### src/rtl/bus_dp_pkg.sv
package bus_dp_pkg;
  typedef enum logic [2:0] {
    RSEL_RS1  = 3'd0,
    RSEL_RS2  = 3'd1,
    RSEL_RD   = 3'd2,
    RSEL_PC   = 3'd3,
    RSEL_LINK = 3'd4
  } reg_sel_e;

  typedef enum logic [2:0] {
    IMM_I = 3'd0,
    IMM_S = 3'd1,
    IMM_B = 3'd2,
    IMM_U = 3'd3,
    IMM_J = 3'd4
  } imm_sel_e;

  typedef enum logic [3:0] {
    ALU_ADD  = 4'd0,
    ALU_SUB  = 4'd1,
    ALU_SLL  = 4'd2,
    ALU_SLT  = 4'd3,
    ALU_SLTU = 4'd4,
    ALU_XOR  = 4'd5,
    ALU_SRL  = 4'd6,
    ALU_SRA  = 4'd7,
    ALU_OR   = 4'd8,
    ALU_AND  = 4'd9,
    ALU_PA   = 4'd10,
    ALU_PB   = 4'd11,
    ALU_INC4 = 4'd12,
    ALU_DEC4 = 4'd13,
    ALU_JT   = 4'd14,
    ALU_NIL  = 4'd15
  } alu_op_e;
endpackage

### src/rtl/bus_regfile.sv
module bus_regfile import bus_dp_pkg::*; #(
  parameter int XLEN    = 32,
  parameter int NUM_GPR = 32
) (
  input  logic            clk_i,
  input  logic            rst_ni,
  input  logic [4:0]      rs1_i,
  input  logic [4:0]      rs2_i,
  input  logic [4:0]      rd_i,
  input  logic [2:0]      sel_i,
  input  logic            wr_i,
  input  logic [XLEN-1:0] wdata_i,
  output logic [XLEN-1:0] rdata_o
);
  localparam int NENT  = NUM_GPR + 1;
  localparam int PC_IX = NUM_GPR;
  localparam int IW    = $clog2(NENT);

  logic [IW-1:0]   idx;
  logic [XLEN-1:0] ent [NENT];

  always_comb begin
    case (sel_i)
      RSEL_RS1:  idx = IW'(rs1_i);
      RSEL_RS2:  idx = IW'(rs2_i);
      RSEL_RD:   idx = IW'(rd_i);
      RSEL_PC:   idx = IW'(PC_IX);
      RSEL_LINK: idx = IW'(1);
      default:   idx = '0;
    endcase
  end

  for (genvar g = 0; g < NENT; g++) begin : g_ent
    if (g == 0) begin : g_zero
      assign ent[g] = '0;
    end else begin : g_flop
      logic [XLEN-1:0] q;
      always_ff @(posedge clk_i or negedge rst_ni) begin
        if (!rst_ni)                    q <= '0;
        else if (wr_i && idx == IW'(g)) q <= wdata_i;
      end
      assign ent[g] = q;
    end
  end

  assign rdata_o = (32'(idx) < NENT) ? ent[idx] : '0;
endmodule

### src/rtl/bus_immgen.sv
module bus_immgen import bus_dp_pkg::*; (
  input  logic [31:7] ir_i,
  input  logic [2:0]  sel_i,
  output logic [31:0] imm_o
);
  logic s;
  assign s = ir_i[31];

  always_comb begin
    case (sel_i)
      IMM_I:   imm_o = {{20{s}}, ir_i[31:20]};
      IMM_S:   imm_o = {{20{s}}, ir_i[31:25], ir_i[11:7]};
      IMM_B:   imm_o = {{20{s}}, s, ir_i[7], ir_i[30:25], ir_i[11:8]};
      IMM_U:   imm_o = {ir_i[31:12], 12'b0};
      IMM_J:   imm_o = {{12{s}}, s, ir_i[19:12], ir_i[20], ir_i[30:21]};
      default: imm_o = '0;
    endcase
  end
endmodule

### src/rtl/bus_alu.sv
module bus_alu import bus_dp_pkg::*; #(
  parameter int XLEN = 32
) (
  input  logic [XLEN-1:0] a_i,
  input  logic [XLEN-1:0] b_i,
  input  logic [3:0]      op_i,
  output logic [XLEN-1:0] y_o,
  output logic            eq_o
);
  localparam int SHW = $clog2(XLEN);
  logic [SHW-1:0] sh;
  assign sh   = b_i[SHW-1:0];
  assign eq_o = (a_i == b_i);

  always_comb begin
    case (op_i)
      ALU_ADD:  y_o = a_i + b_i;
      ALU_SUB:  y_o = a_i - b_i;
      ALU_SLL:  y_o = a_i << sh;
      ALU_SLT:  y_o = XLEN'($signed(a_i) < $signed(b_i));
      ALU_SLTU: y_o = XLEN'(a_i < b_i);
      ALU_XOR:  y_o = a_i ^ b_i;
      ALU_SRL:  y_o = a_i >> sh;
      ALU_SRA:  y_o = $unsigned($signed(a_i) >>> sh);
      ALU_OR:   y_o = a_i | b_i;
      ALU_AND:  y_o = a_i & b_i;
      ALU_PA:   y_o = a_i;
      ALU_PB:   y_o = b_i;
      ALU_INC4: y_o = a_i + XLEN'(4);
      ALU_DEC4: y_o = a_i - XLEN'(4);
      ALU_JT:   y_o = a_i + (b_i << 1);
      default:  y_o = '0;
    endcase
  end
endmodule

### src/rtl/bus_datapath.sv
module bus_datapath import bus_dp_pkg::*; #(
  parameter int XLEN    = 32,
  parameter int NUM_GPR = 32
) (
  input  logic            clk_i,
  input  logic            rst_ni,
  input  logic            en_reg_i,
  input  logic            en_imm_i,
  input  logic            en_alu_i,
  input  logic            en_mem_i,
  input  logic            ld_ir_i,
  input  logic            ld_a_i,
  input  logic            ld_b_i,
  input  logic            ld_ma_i,
  input  logic [2:0]      reg_sel_i,
  input  logic            reg_wr_i,
  input  logic [2:0]      imm_sel_i,
  input  logic [3:0]      alu_op_i,
  input  logic            mem_wr_i,
  input  logic [XLEN-1:0] mem_rdata_i,
  input  logic            mem_busy_i,
  output logic [XLEN-1:0] mem_addr_o,
  output logic [XLEN-1:0] mem_wdata_o,
  output logic            mem_we_o,
  output logic            mem_req_o,
  output logic [XLEN-1:0] bus_o,
  output logic [6:0]      opcode_o,
  output logic            zero_o,
  output logic            busy_o
);
  logic [31:0]     ir_q;
  logic [XLEN-1:0] a_q, b_q, ma_q;
  logic [XLEN-1:0] rf_rd, imm, alu_y, bus;

  bus_regfile #(.XLEN(XLEN), .NUM_GPR(NUM_GPR)) u_rf (
    .clk_i   (clk_i),
    .rst_ni  (rst_ni),
    .rs1_i   (ir_q[19:15]),
    .rs2_i   (ir_q[24:20]),
    .rd_i    (ir_q[11:7]),
    .sel_i   (reg_sel_i),
    .wr_i    (reg_wr_i),
    .wdata_i (bus),
    .rdata_o (rf_rd)
  );

  logic [31:0] imm32;
  bus_immgen u_imm (
    .ir_i  (ir_q[31:7]),
    .sel_i (imm_sel_i),
    .imm_o (imm32)
  );
  assign imm = XLEN'(imm32);

  bus_alu #(.XLEN(XLEN)) u_alu (
    .a_i  (a_q),
    .b_i  (b_q),
    .op_i (alu_op_i),
    .y_o  (alu_y),
    .eq_o (zero_o)
  );

  // AND-OR bus: one-hot enables, idle bus reads zero
  assign bus = ({XLEN{en_reg_i}} & rf_rd)
             | ({XLEN{en_imm_i}} & imm)
             | ({XLEN{en_alu_i}} & alu_y)
             | ({XLEN{en_mem_i}} & mem_rdata_i);

  always_ff @(posedge clk_i or negedge rst_ni) begin
    if (!rst_ni) begin
      ir_q <= '0;
      a_q  <= '0;
      b_q  <= '0;
      ma_q <= '0;
    end else begin
      if (ld_ir_i) ir_q <= 32'(bus);
      if (ld_a_i)  a_q  <= bus;
      if (ld_b_i)  b_q  <= bus;
      if (ld_ma_i) ma_q <= bus;
    end
  end

  assign bus_o       = bus;
  assign opcode_o    = ir_q[6:0];
  assign mem_addr_o  = ma_q;
  assign mem_wdata_o = bus;
  assign mem_we_o    = mem_wr_i;
  assign mem_req_o   = en_mem_i | mem_wr_i;
  assign busy_o      = mem_busy_i;
endmodule

### config.mk
export PLATFORM = sky130hd
export DESIGN_NAME = bus_datapath
export DESIGN_NICKNAME = d
export VERILOG_FILES = /design/src/rtl/bus_dp_pkg.sv /design/src/rtl/bus_regfile.sv /design/src/rtl/bus_immgen.sv /design/src/rtl/bus_alu.sv /design/src/rtl/bus_datapath.sv
export SDC_FILE = /design/constraint.sdc
export NUM_CORES = 2
export LEC_CHECK = 0
export ABC_AREA = 1
export BUFFER_PORTS_ARGS = -buffer_cell sky130_fd_sc_hd__buf_2
export CAP_MARGIN = 20
export CORE_UTILIZATION = 35
export DETAILED_ROUTE_END_ITERATION = 8
export PLACE_DENSITY = 0.54
export SLEW_MARGIN = 30
export SYNTH_ARGS = -nofsm -noshare
export SYNTH_HDL_FRONTEND = slang
export SYNTH_HIERARCHICAL = 1
export SYNTH_SLANG_ARGS = --single-unit
### constraint.sdc
create_clock -name clk_i -period 4.48 [get_ports clk_i]
set_input_delay 0.448 -clock clk_i [delete_from_list [all_inputs] [get_ports clk_i]]
set_output_delay 0.448 -clock clk_i [all_outputs]
set_load 0.005 [all_outputs]
* Word-level counts from Yosys, hierarchy flattened
Cells that the tools add are included.
Storage, ports and cells: bits in registers 1152, output and inout port bits 107, word-level logic and storage cells 157
Cells by class: bitwise gates (word level) 12, reductions and logical operators 35, order comparisons 4, add/sub/neg operators 5, shift operators 3, multiplexer cells 7, equality and inequality tests 55
Operators by type and width (count):
- $pmux 32 s15 | 1
- $bmux 32 s6 | 1
- $and 32x32->32 | 5
- $pmux 32 s5 | 1
- $or 32x32->32 | 4
- $eq 6x5->1 const B | 16
- $mux 32 | 3
- $add 32x32->32 | 2
- $lt 32x32->1 | 2
- $eq 6x4->1 const B | 8
- $add 32x3->32 const B | 1
- $eq 32x32->1 | 1
- $logic_and 1x1->1 | 32
- $shl 32x5->32 | 1
- $shr 32x5->32 | 1
- $sshr 32x5->32 | 1
- $sub 32x3->32 const B | 1
- $sub 32x32->32 | 1
- $xor 32x32->32 | 1
- $pmux 6 s5 | 1
- $eq 4x4->1 const B | 7
- $eq 6x3->1 const B | 4
- $eq 4x3->1 const B | 4
- $eq 3x2->1 const B | 4
- 13 further kinds | 18

* Longest topological paths before layout
depth after elaboration 11, depth in mapped cells 25

* Cells and area by module
The synthesis kept the hierarchy.
Modules (own cells, without submodules):
- bus_regfile | times used 1, sequential area each 25624.6 um2, area each 50186.9 um2, cells an instance 6858
- bus_alu | times used 1, sequential area each 0.0 um2, area each 13837.0 um2, cells an instance 2805
- bus_datapath | times used 1, sequential area each 3203.1 um2, area each 6588.8 um2, cells an instance 819
- bus_immgen | times used 1, sequential area each 0.0 um2, area each 845.8 um2, cells an instance 139

* Worst setup path after synthesis
No wires, ideal clock.
kind register -> register, start point register b_q[3], end point register u_rf.g_ent[3].g_flop.q[26], path slack 0.709 ns, arrival 3.635 ns, clock period less this slack 3.771 ns, path buffers 5, stages on the path, launching flop included 24, cells stage by stage dfrtp_1 > clkbuf_1 > inv_2 > clkbuf_1 > clkbuf_1 > ha_1 > buf_2 > inv_1 > a21oi_1 > o21ai_0 > nand2_1 > nand2_1 > inv_1 > o21ai_0 > nand3_1 > nand3_1 > nand2_1 > nand3_1 > nand3_1 > nand2_1 > nand4_1 > inv_1 > clkbuf_1 > o21ai_0
Between the ends: word-level cells in the longest chain between the ends 5, elaborated cells between the ends (all ways) 10
Ends and longest elaborated chain:
- from (decl) | RTL line bus_datapath.sv:32 | logic [XLEN-1:0] a_q, b_q, ma_q;
- from (signal assigned) | RTL line bus_datapath.sv:78 | if (ld_b_i) b_q <= bus;
- $add 32x32->32, or another cell as far along | RTL line bus_alu.sv:31 | ALU_JT: y_o = a_i + (b_i << 1);
- $pmux 32 s15 * | RTL line bus_alu.sv:16 | case (op_i)
- named net alu_y[26] | RTL line bus_datapath.sv:33 | logic [XLEN-1:0] rf_rd, imm, alu_y, bus;
- $and 32x32->32 * | RTL line bus_datapath.sv:66 | | ({XLEN{en_alu_i}} & alu_y)
- $or 32x32->32 * | RTL line bus_datapath.sv:66
- $or 32x32->32 * | RTL line bus_datapath.sv:67 | | ({XLEN{en_mem_i}} & mem_rdata_i);
- named net bus_o[26] | RTL line bus_datapath.sv:26 | output logic [XLEN-1:0] bus_o,
- to (signal assigned) | RTL line bus_regfile.sv:40 | else if (wr_i && idx == IW'(g)) q <= wdata_i;
- to (decl) | RTL line bus_regfile.sv:37 | logic [XLEN-1:0] q;
Mark *: on every way through the listed nets, which the timed path passes. The rest lies on a longest branch. A chain may end at the register's enable or synchronous reset.

* Final worst setup path
start point register b_q[0], end point output bus_o[28]
Between the ends: word-level cells in the longest chain between the ends 5, elaborated cells between the ends (all ways) 10
Ends and longest elaborated chain (RTL line):
- $add 32x32->32, or another cell as far along | bus_alu.sv:31
- $pmux 32 s15 * | bus_alu.sv:16
- named net alu_y[28] | bus_datapath.sv:33
- $and 32x32->32 * | bus_datapath.sv:66
- $or 32x32->32 * | bus_datapath.sv:66
- $or 32x32->32 * | bus_datapath.sv:67
- to (decl) | bus_datapath.sv:26
Marks and branches as above.

==> summary.md <==
The die covers 206000 µm². For the final weighted congestion in routability-driven placement, the log shows 1.05. The number of max-cap violations came out at 0. Clock latency on the worst-skew pair, taken at its later pin, is 0.82 ns. The tools report the total power consumption of the routed design as 48300 µW. The number of DRC markers after the initial detailed-route iteration was 7378; the number of DRC violations after detailed routing was 0.

The height of the die was 454 µm; the area share of the largest cell type after synthesis was 0.403. The flow ran to the end, but the final reports show violations. The number of global-route vias before repair was 68325. In the final routed layout, each cell accounts on average for 24.2 µm.

The horizontal die dimension came out at 454 µm. The maximum resistive drop on vdd came out at 0.439 mV. Counting every net in the synthesized netlist gives 10813.

The number of clock buffers added by TritonCTS is 138. After legalization and detailed placement, the total HPWL measured 228 mm. For this run, the leading register cell type out of synthesis is sky130_fd_sc_hd__dfrtp_1.

The logs give 11070 for the net count of the finished layout and 4.03 ns for the required time at the worst-slack endpoint. The run gives 0 as the number of max-slew violations in the final report. The critical path class was register to output port. Detailed routing inserted a total of 72900 vias. The count of cells in the finished layout, fillers not included, comes to 13655.

After clock tree synthesis, the clock-pin slew on the worst setup and hold paths is 0.06 ns. Counting flops with a built-in enable in the synthesized netlist gives 0. Clock period minus final worst setup slack: 4.85 ns.

Power spread over the standard cell area amounts to 566 nW/µm². The final reports fail on setup timing. The xor/xnor cell area share of the yosys netlist is 0.000735.

The final worst-path cycle share works out to 1.08. The setup check on the worst reg-to-reg path leaves a slack of 0.32 ns. The run gives 4 as the number of H-tree levels. The post-detailed-route via-to-cell ratio works out to 5.34. The post-synthesis sequential element count works out to 1152. The worst setup path is captured at an output port. The tools report the wire length reported by the detailed router as 331 mm. Before antenna repair, the detailed router went through 6 iterations. Maximum number of pins on one net before global-route repair: 131. The run gives 0.0433 ns as the final setup skew. Port buffer count: 159. Post-synthesis average cell area: 6.73 µm². The placed instance count was 13313; the maximum net fanout on the critical path was 16.

For the worst setup path, the data arrival time is 4.40 ns. The layout cell share with drive strength beyond 1 works out to 0.150. The placed instances occupy a cell area of 78100 µm².

Worst relative slew slack: 0.309. The path class of the tightest hold or removal check is primary input to register. The number of distinct standard cells referenced by the synthesized netlist is 62, and the number of routed nets with antenna violations is 0. Most area-hungry cell type in the Yosys netlist: sky130_fd_sc_hd__dfrtp_1. For the final count of negative-setup-slack endpoints, the log shows 28. The critical path launch point type is a register. TritonCTS built the clock tree.

In the post-synthesis netlist, the biggest area contributors are sky130_fd_sc_hd__dfrtp_1, sky130_fd_sc_hd__nand2_1, sky130_fd_sc_hd__o21ai_0, sky130_fd_sc_hd__inv_1, sky130_fd_sc_hd__o21ai_1. The number of cell rows is 165, and the synthesized netlist cell count is 10621. The number of ports placed on the die boundary is 162. The share of synthesized cell area in full adder, half adder and majority cells is 0.0243, and the setup slack of the critical path after layout is -0.371 ns.

The first global-routing pass estimated 477 mm of wire. Clock root buffer: sky130_fd_sc_hd__clkbuf_16. The area share of and/or/nand/nor cells after synthesis came out at 0.325. The tools report the initial core utilization as 0.353.

The cell area after layout is 85300 µm², and the hold violation count in the final report is 0. After global routing the overflow that remains totals 0. The global-route usage over all layers is 0.315, and the fraction of the mapped netlist area in compound gates is 0.146. Based on the critical path, the design can be clocked at up to 206 MHz. Maximum buffer depth of the clock tree: 3.

The worst-margin pin slew came out at 1.04 ns. The leakage component of the power was 0.0420 µW. The fraction of synthesized area in multiplexers is 0.000420, and the post-synthesis sequential area ratio is 0.403.

The layout overhead on the synthesized area is 19.4%, and the number of clock sinks seen by CTS is 1152. Setup repair after global routing could not meet its margin everywhere. The run gives 203000 µm² as the placeable core area.

The initial antenna violation count was 5; the yosys synthesis warning count was 6. The summed instance area of the synthesized netlist is 71500 µm². The share of synthesized registers carrying an async set or reset was 1.00.

The combinational family with the most area after synthesis is simple AND/OR/NAND/NOR gates. Before CTS, the worst setup slack after placement is -0.251 ns.
stage by stage:
| stage | utilization | hold WS [ns] | setup TNS (ns) |
|---|---|---|---|
| after global placement | 0.386 | 0.459 | -8.28 |
| after floorplan | - | 0.152 | 0 |
| after CTS | 0.416 | 0.00803 | -4.01 |
| after global routing | 0.421 | 0.0452 | -8.58 |
| after detailed placement | 0.386 | 0.459 | -7.36 |
| final | 0.421 | 0.0608 | -3.11 |
flip-flops by register name (all words and copies together) (netlist names):
signal,cells
ir_q,32
u_rf/g_ent.g_flop.q,1024
b_q,32
a_q,32
mem_addr_o,32
path summary, 6_finish.rpt:
check	from	endpoint	cells after the start
setup / recovery	b_q[0]$_DFFE_PN0P_	bus_o[28]	19
hold / removal	mem_rdata_i[24]	ir_q[24]$_DFFE_PN0P_	5
setup reg to reg	b_q[0]$_DFFE_PN0P_	u_rf/g_ent[30].g_flop.q[28]$_DFFE_PN0P_	21
hold reg to reg	mem_addr_o[9]$_DFFE_PN0P_	mem_addr_o[9]$_DFFE_PN0P_	2
max in group asynchronous	rst_ni	ir_q[20]$_DFFE_PN0P_	3
min in group asynchronous	rst_ni	u_rf/g_ent[3].g_flop.q[28]$_DFFE_PN0P_	2
report_power, final:
part | leakage [µW] | total [µW] | internal, µW | switching (µW)
logic | 0.0245 | 22300 | 7910 | 14300
clock network | 0.00224 | 11400 | 6670 | 4780
registers | 0.0153 | 14600 | 13100 | 1530
total | 0.0420 | 48300 | 27700 | 20600
logic make-up after synthesis:
| group | after synthesis |
|---|---|
| buffers and inverters | 1755 |
| DFF | 1152 |
| and+or+nand+nor | 5562 |
| muxes | 3 |
| AOI/OAI and AO/OA | 2006 |
| xor gates and xnor gates | 6 |
| adders and majority gates | 137 |
Yosys cell counts, types with 11 or more instances:
| cell | count |
|---|---|
| sky130_fd_sc_hd__a21oi_1 | 198 |
| sky130_fd_sc_hd__a41oi_1 | 11 |
| sky130_fd_sc_hd__buf_1 | 48 |
| sky130_fd_sc_hd__buf_2 | 175 |
| sky130_fd_sc_hd__buf_4 | 43 |
| sky130_fd_sc_hd__buf_6 | 23 |
| sky130_fd_sc_hd__clkbuf_1 | 433 |
| sky130_fd_sc_hd__clkinv_1 | 11 |
| sky130_fd_sc_hd__dfrtp_1 | 1152 |
| sky130_fd_sc_hd__ha_1 | 134 |
| sky130_fd_sc_hd__inv_1 | 989 |
| sky130_fd_sc_hd__inv_2 | 29 |
| sky130_fd_sc_hd__nand2_1 | 4126 |
| sky130_fd_sc_hd__nand2_2 | 116 |
| sky130_fd_sc_hd__nand2_4 | 24 |
| sky130_fd_sc_hd__nand3_1 | 474 |
| sky130_fd_sc_hd__nand3_2 | 22 |
| sky130_fd_sc_hd__nand4_1 | 261 |
| sky130_fd_sc_hd__nor2_1 | 389 |
| sky130_fd_sc_hd__nor2_2 | 14 |
| sky130_fd_sc_hd__nor2_4 | 11 |
| sky130_fd_sc_hd__nor3_1 | 50 |
| sky130_fd_sc_hd__o211ai_1 | 18 |
| sky130_fd_sc_hd__o21a_1 | 22 |
| sky130_fd_sc_hd__o21ai_0 | 1027 |
| sky130_fd_sc_hd__o21ai_1 | 627 |
| sky130_fd_sc_hd__o22ai_1 | 45 |
| sky130_fd_sc_hd__or2_2 | 37 |
layer usage:
metal	vias up	global-route usage	part of all wire	wire, µm
li1	34344	-	-	-
met1	34898	0.398	0.41	134000
met2	2912	0.510	0.46	152000
met3	746	0.0389	0.062	20400
met4	0	0.200	0.074	24400
met5	-	0	0	0
area by class of cell:
| class | instances | area [µm²] |
|---|---|---|
| multi-input combinational | 7714 | 37100 |
| inverter | 1030 | 3900 |
| clock buffer | 207 | 4080 |
| antenna | 2 | 5.00 |
| timing repair buffer | 842 | 7530 |
| tap | 2672 | 3340 |
| clock inverter | 36 | 472 |
| fill | 21239 | 117000 |
| sequential | 1152 | 28900 |
worst max-delay path, cell delays in order (launching register included):
cell                      delay [ns]
sky130_fd_sc_hd__dfrtp_2        0.47
sky130_fd_sc_hd__buf_12         0.18
sky130_fd_sc_hd__buf_16         0.16
sky130_fd_sc_hd__nand2_2        0.08
sky130_fd_sc_hd__o21a_1         0.21
sky130_fd_sc_hd__nand2_1        0.08
sky130_fd_sc_hd__nand3_1        0.10
sky130_fd_sc_hd__nand2_2        0.08
sky130_fd_sc_hd__a21oi_1        0.13
sky130_fd_sc_hd__o21ai_1        0.07
sky130_fd_sc_hd__buf_4          0.18
sky130_fd_sc_hd__a21oi_2        0.13
sky130_fd_sc_hd__buf_4          0.16
sky130_fd_sc_hd__nand2_2        0.06
sky130_fd_sc_hd__nor2_4         0.15
sky130_fd_sc_hd__nand2_2        0.07
sky130_fd_sc_hd__nand2_2        0.07
sky130_fd_sc_hd__nand4_1        0.65
sky130_fd_sc_hd__buf_4          0.42
sky130_fd_sc_hd__buf_6          0.12
layout by cell type, fill, tap and decap left out, types with 23 or more instances in the layout:
| cell type | count |
|---|---|
| sky130_fd_sc_hd__buf_4 | 544 |
| sky130_fd_sc_hd__or2_2 | 37 |
| sky130_fd_sc_hd__inv_1 | 967 |
| sky130_fd_sc_hd__buf_2 | 155 |
| sky130_fd_sc_hd__nor2_2 | 45 |
| sky130_fd_sc_hd__nand3_1 | 451 |
| sky130_fd_sc_hd__nand4_1 | 261 |
| sky130_fd_sc_hd__buf_6 | 30 |
| sky130_fd_sc_hd__a21oi_2 | 40 |
| sky130_fd_sc_hd__ha_1 | 84 |
| sky130_fd_sc_hd__ha_4 | 34 |
| sky130_fd_sc_hd__nand2_4 | 56 |
| sky130_fd_sc_hd__o22ai_1 | 45 |
| sky130_fd_sc_hd__nor2_4 | 31 |
| sky130_fd_sc_hd__a21oi_1 | 154 |
| sky130_fd_sc_hd__dfrtp_2 | 23 |
| sky130_fd_sc_hd__o21ai_1 | 657 |
| sky130_fd_sc_hd__clkbuf_16 | 146 |
| sky130_fd_sc_hd__nand3_2 | 39 |
| sky130_fd_sc_hd__o21ai_0 | 982 |
| sky130_fd_sc_hd__nor3_1 | 41 |
| sky130_fd_sc_hd__clkbuf_8 | 35 |
| sky130_fd_sc_hd__buf_12 | 93 |
| sky130_fd_sc_hd__dfrtp_1 | 1129 |
| sky130_fd_sc_hd__nand2_1 | 4058 |
| sky130_fd_sc_hd__nor2_1 | 338 |
| sky130_fd_sc_hd__nand2_2 | 149 |
| sky130_fd_sc_hd__clkbuf_1 | 33 |
| sky130_fd_sc_hd__inv_2 | 42 |
timing repair:
item,CTS,global route
buffers inserted,53,36
setup endpoints to repair,96,62
hold endpoints to repair,82,0
gates resized for setup,306,189
pin swaps,66,68
cloned,1,7
hold buffers,3,0
No activity file was read; power rests on OpenSTA's default activity.
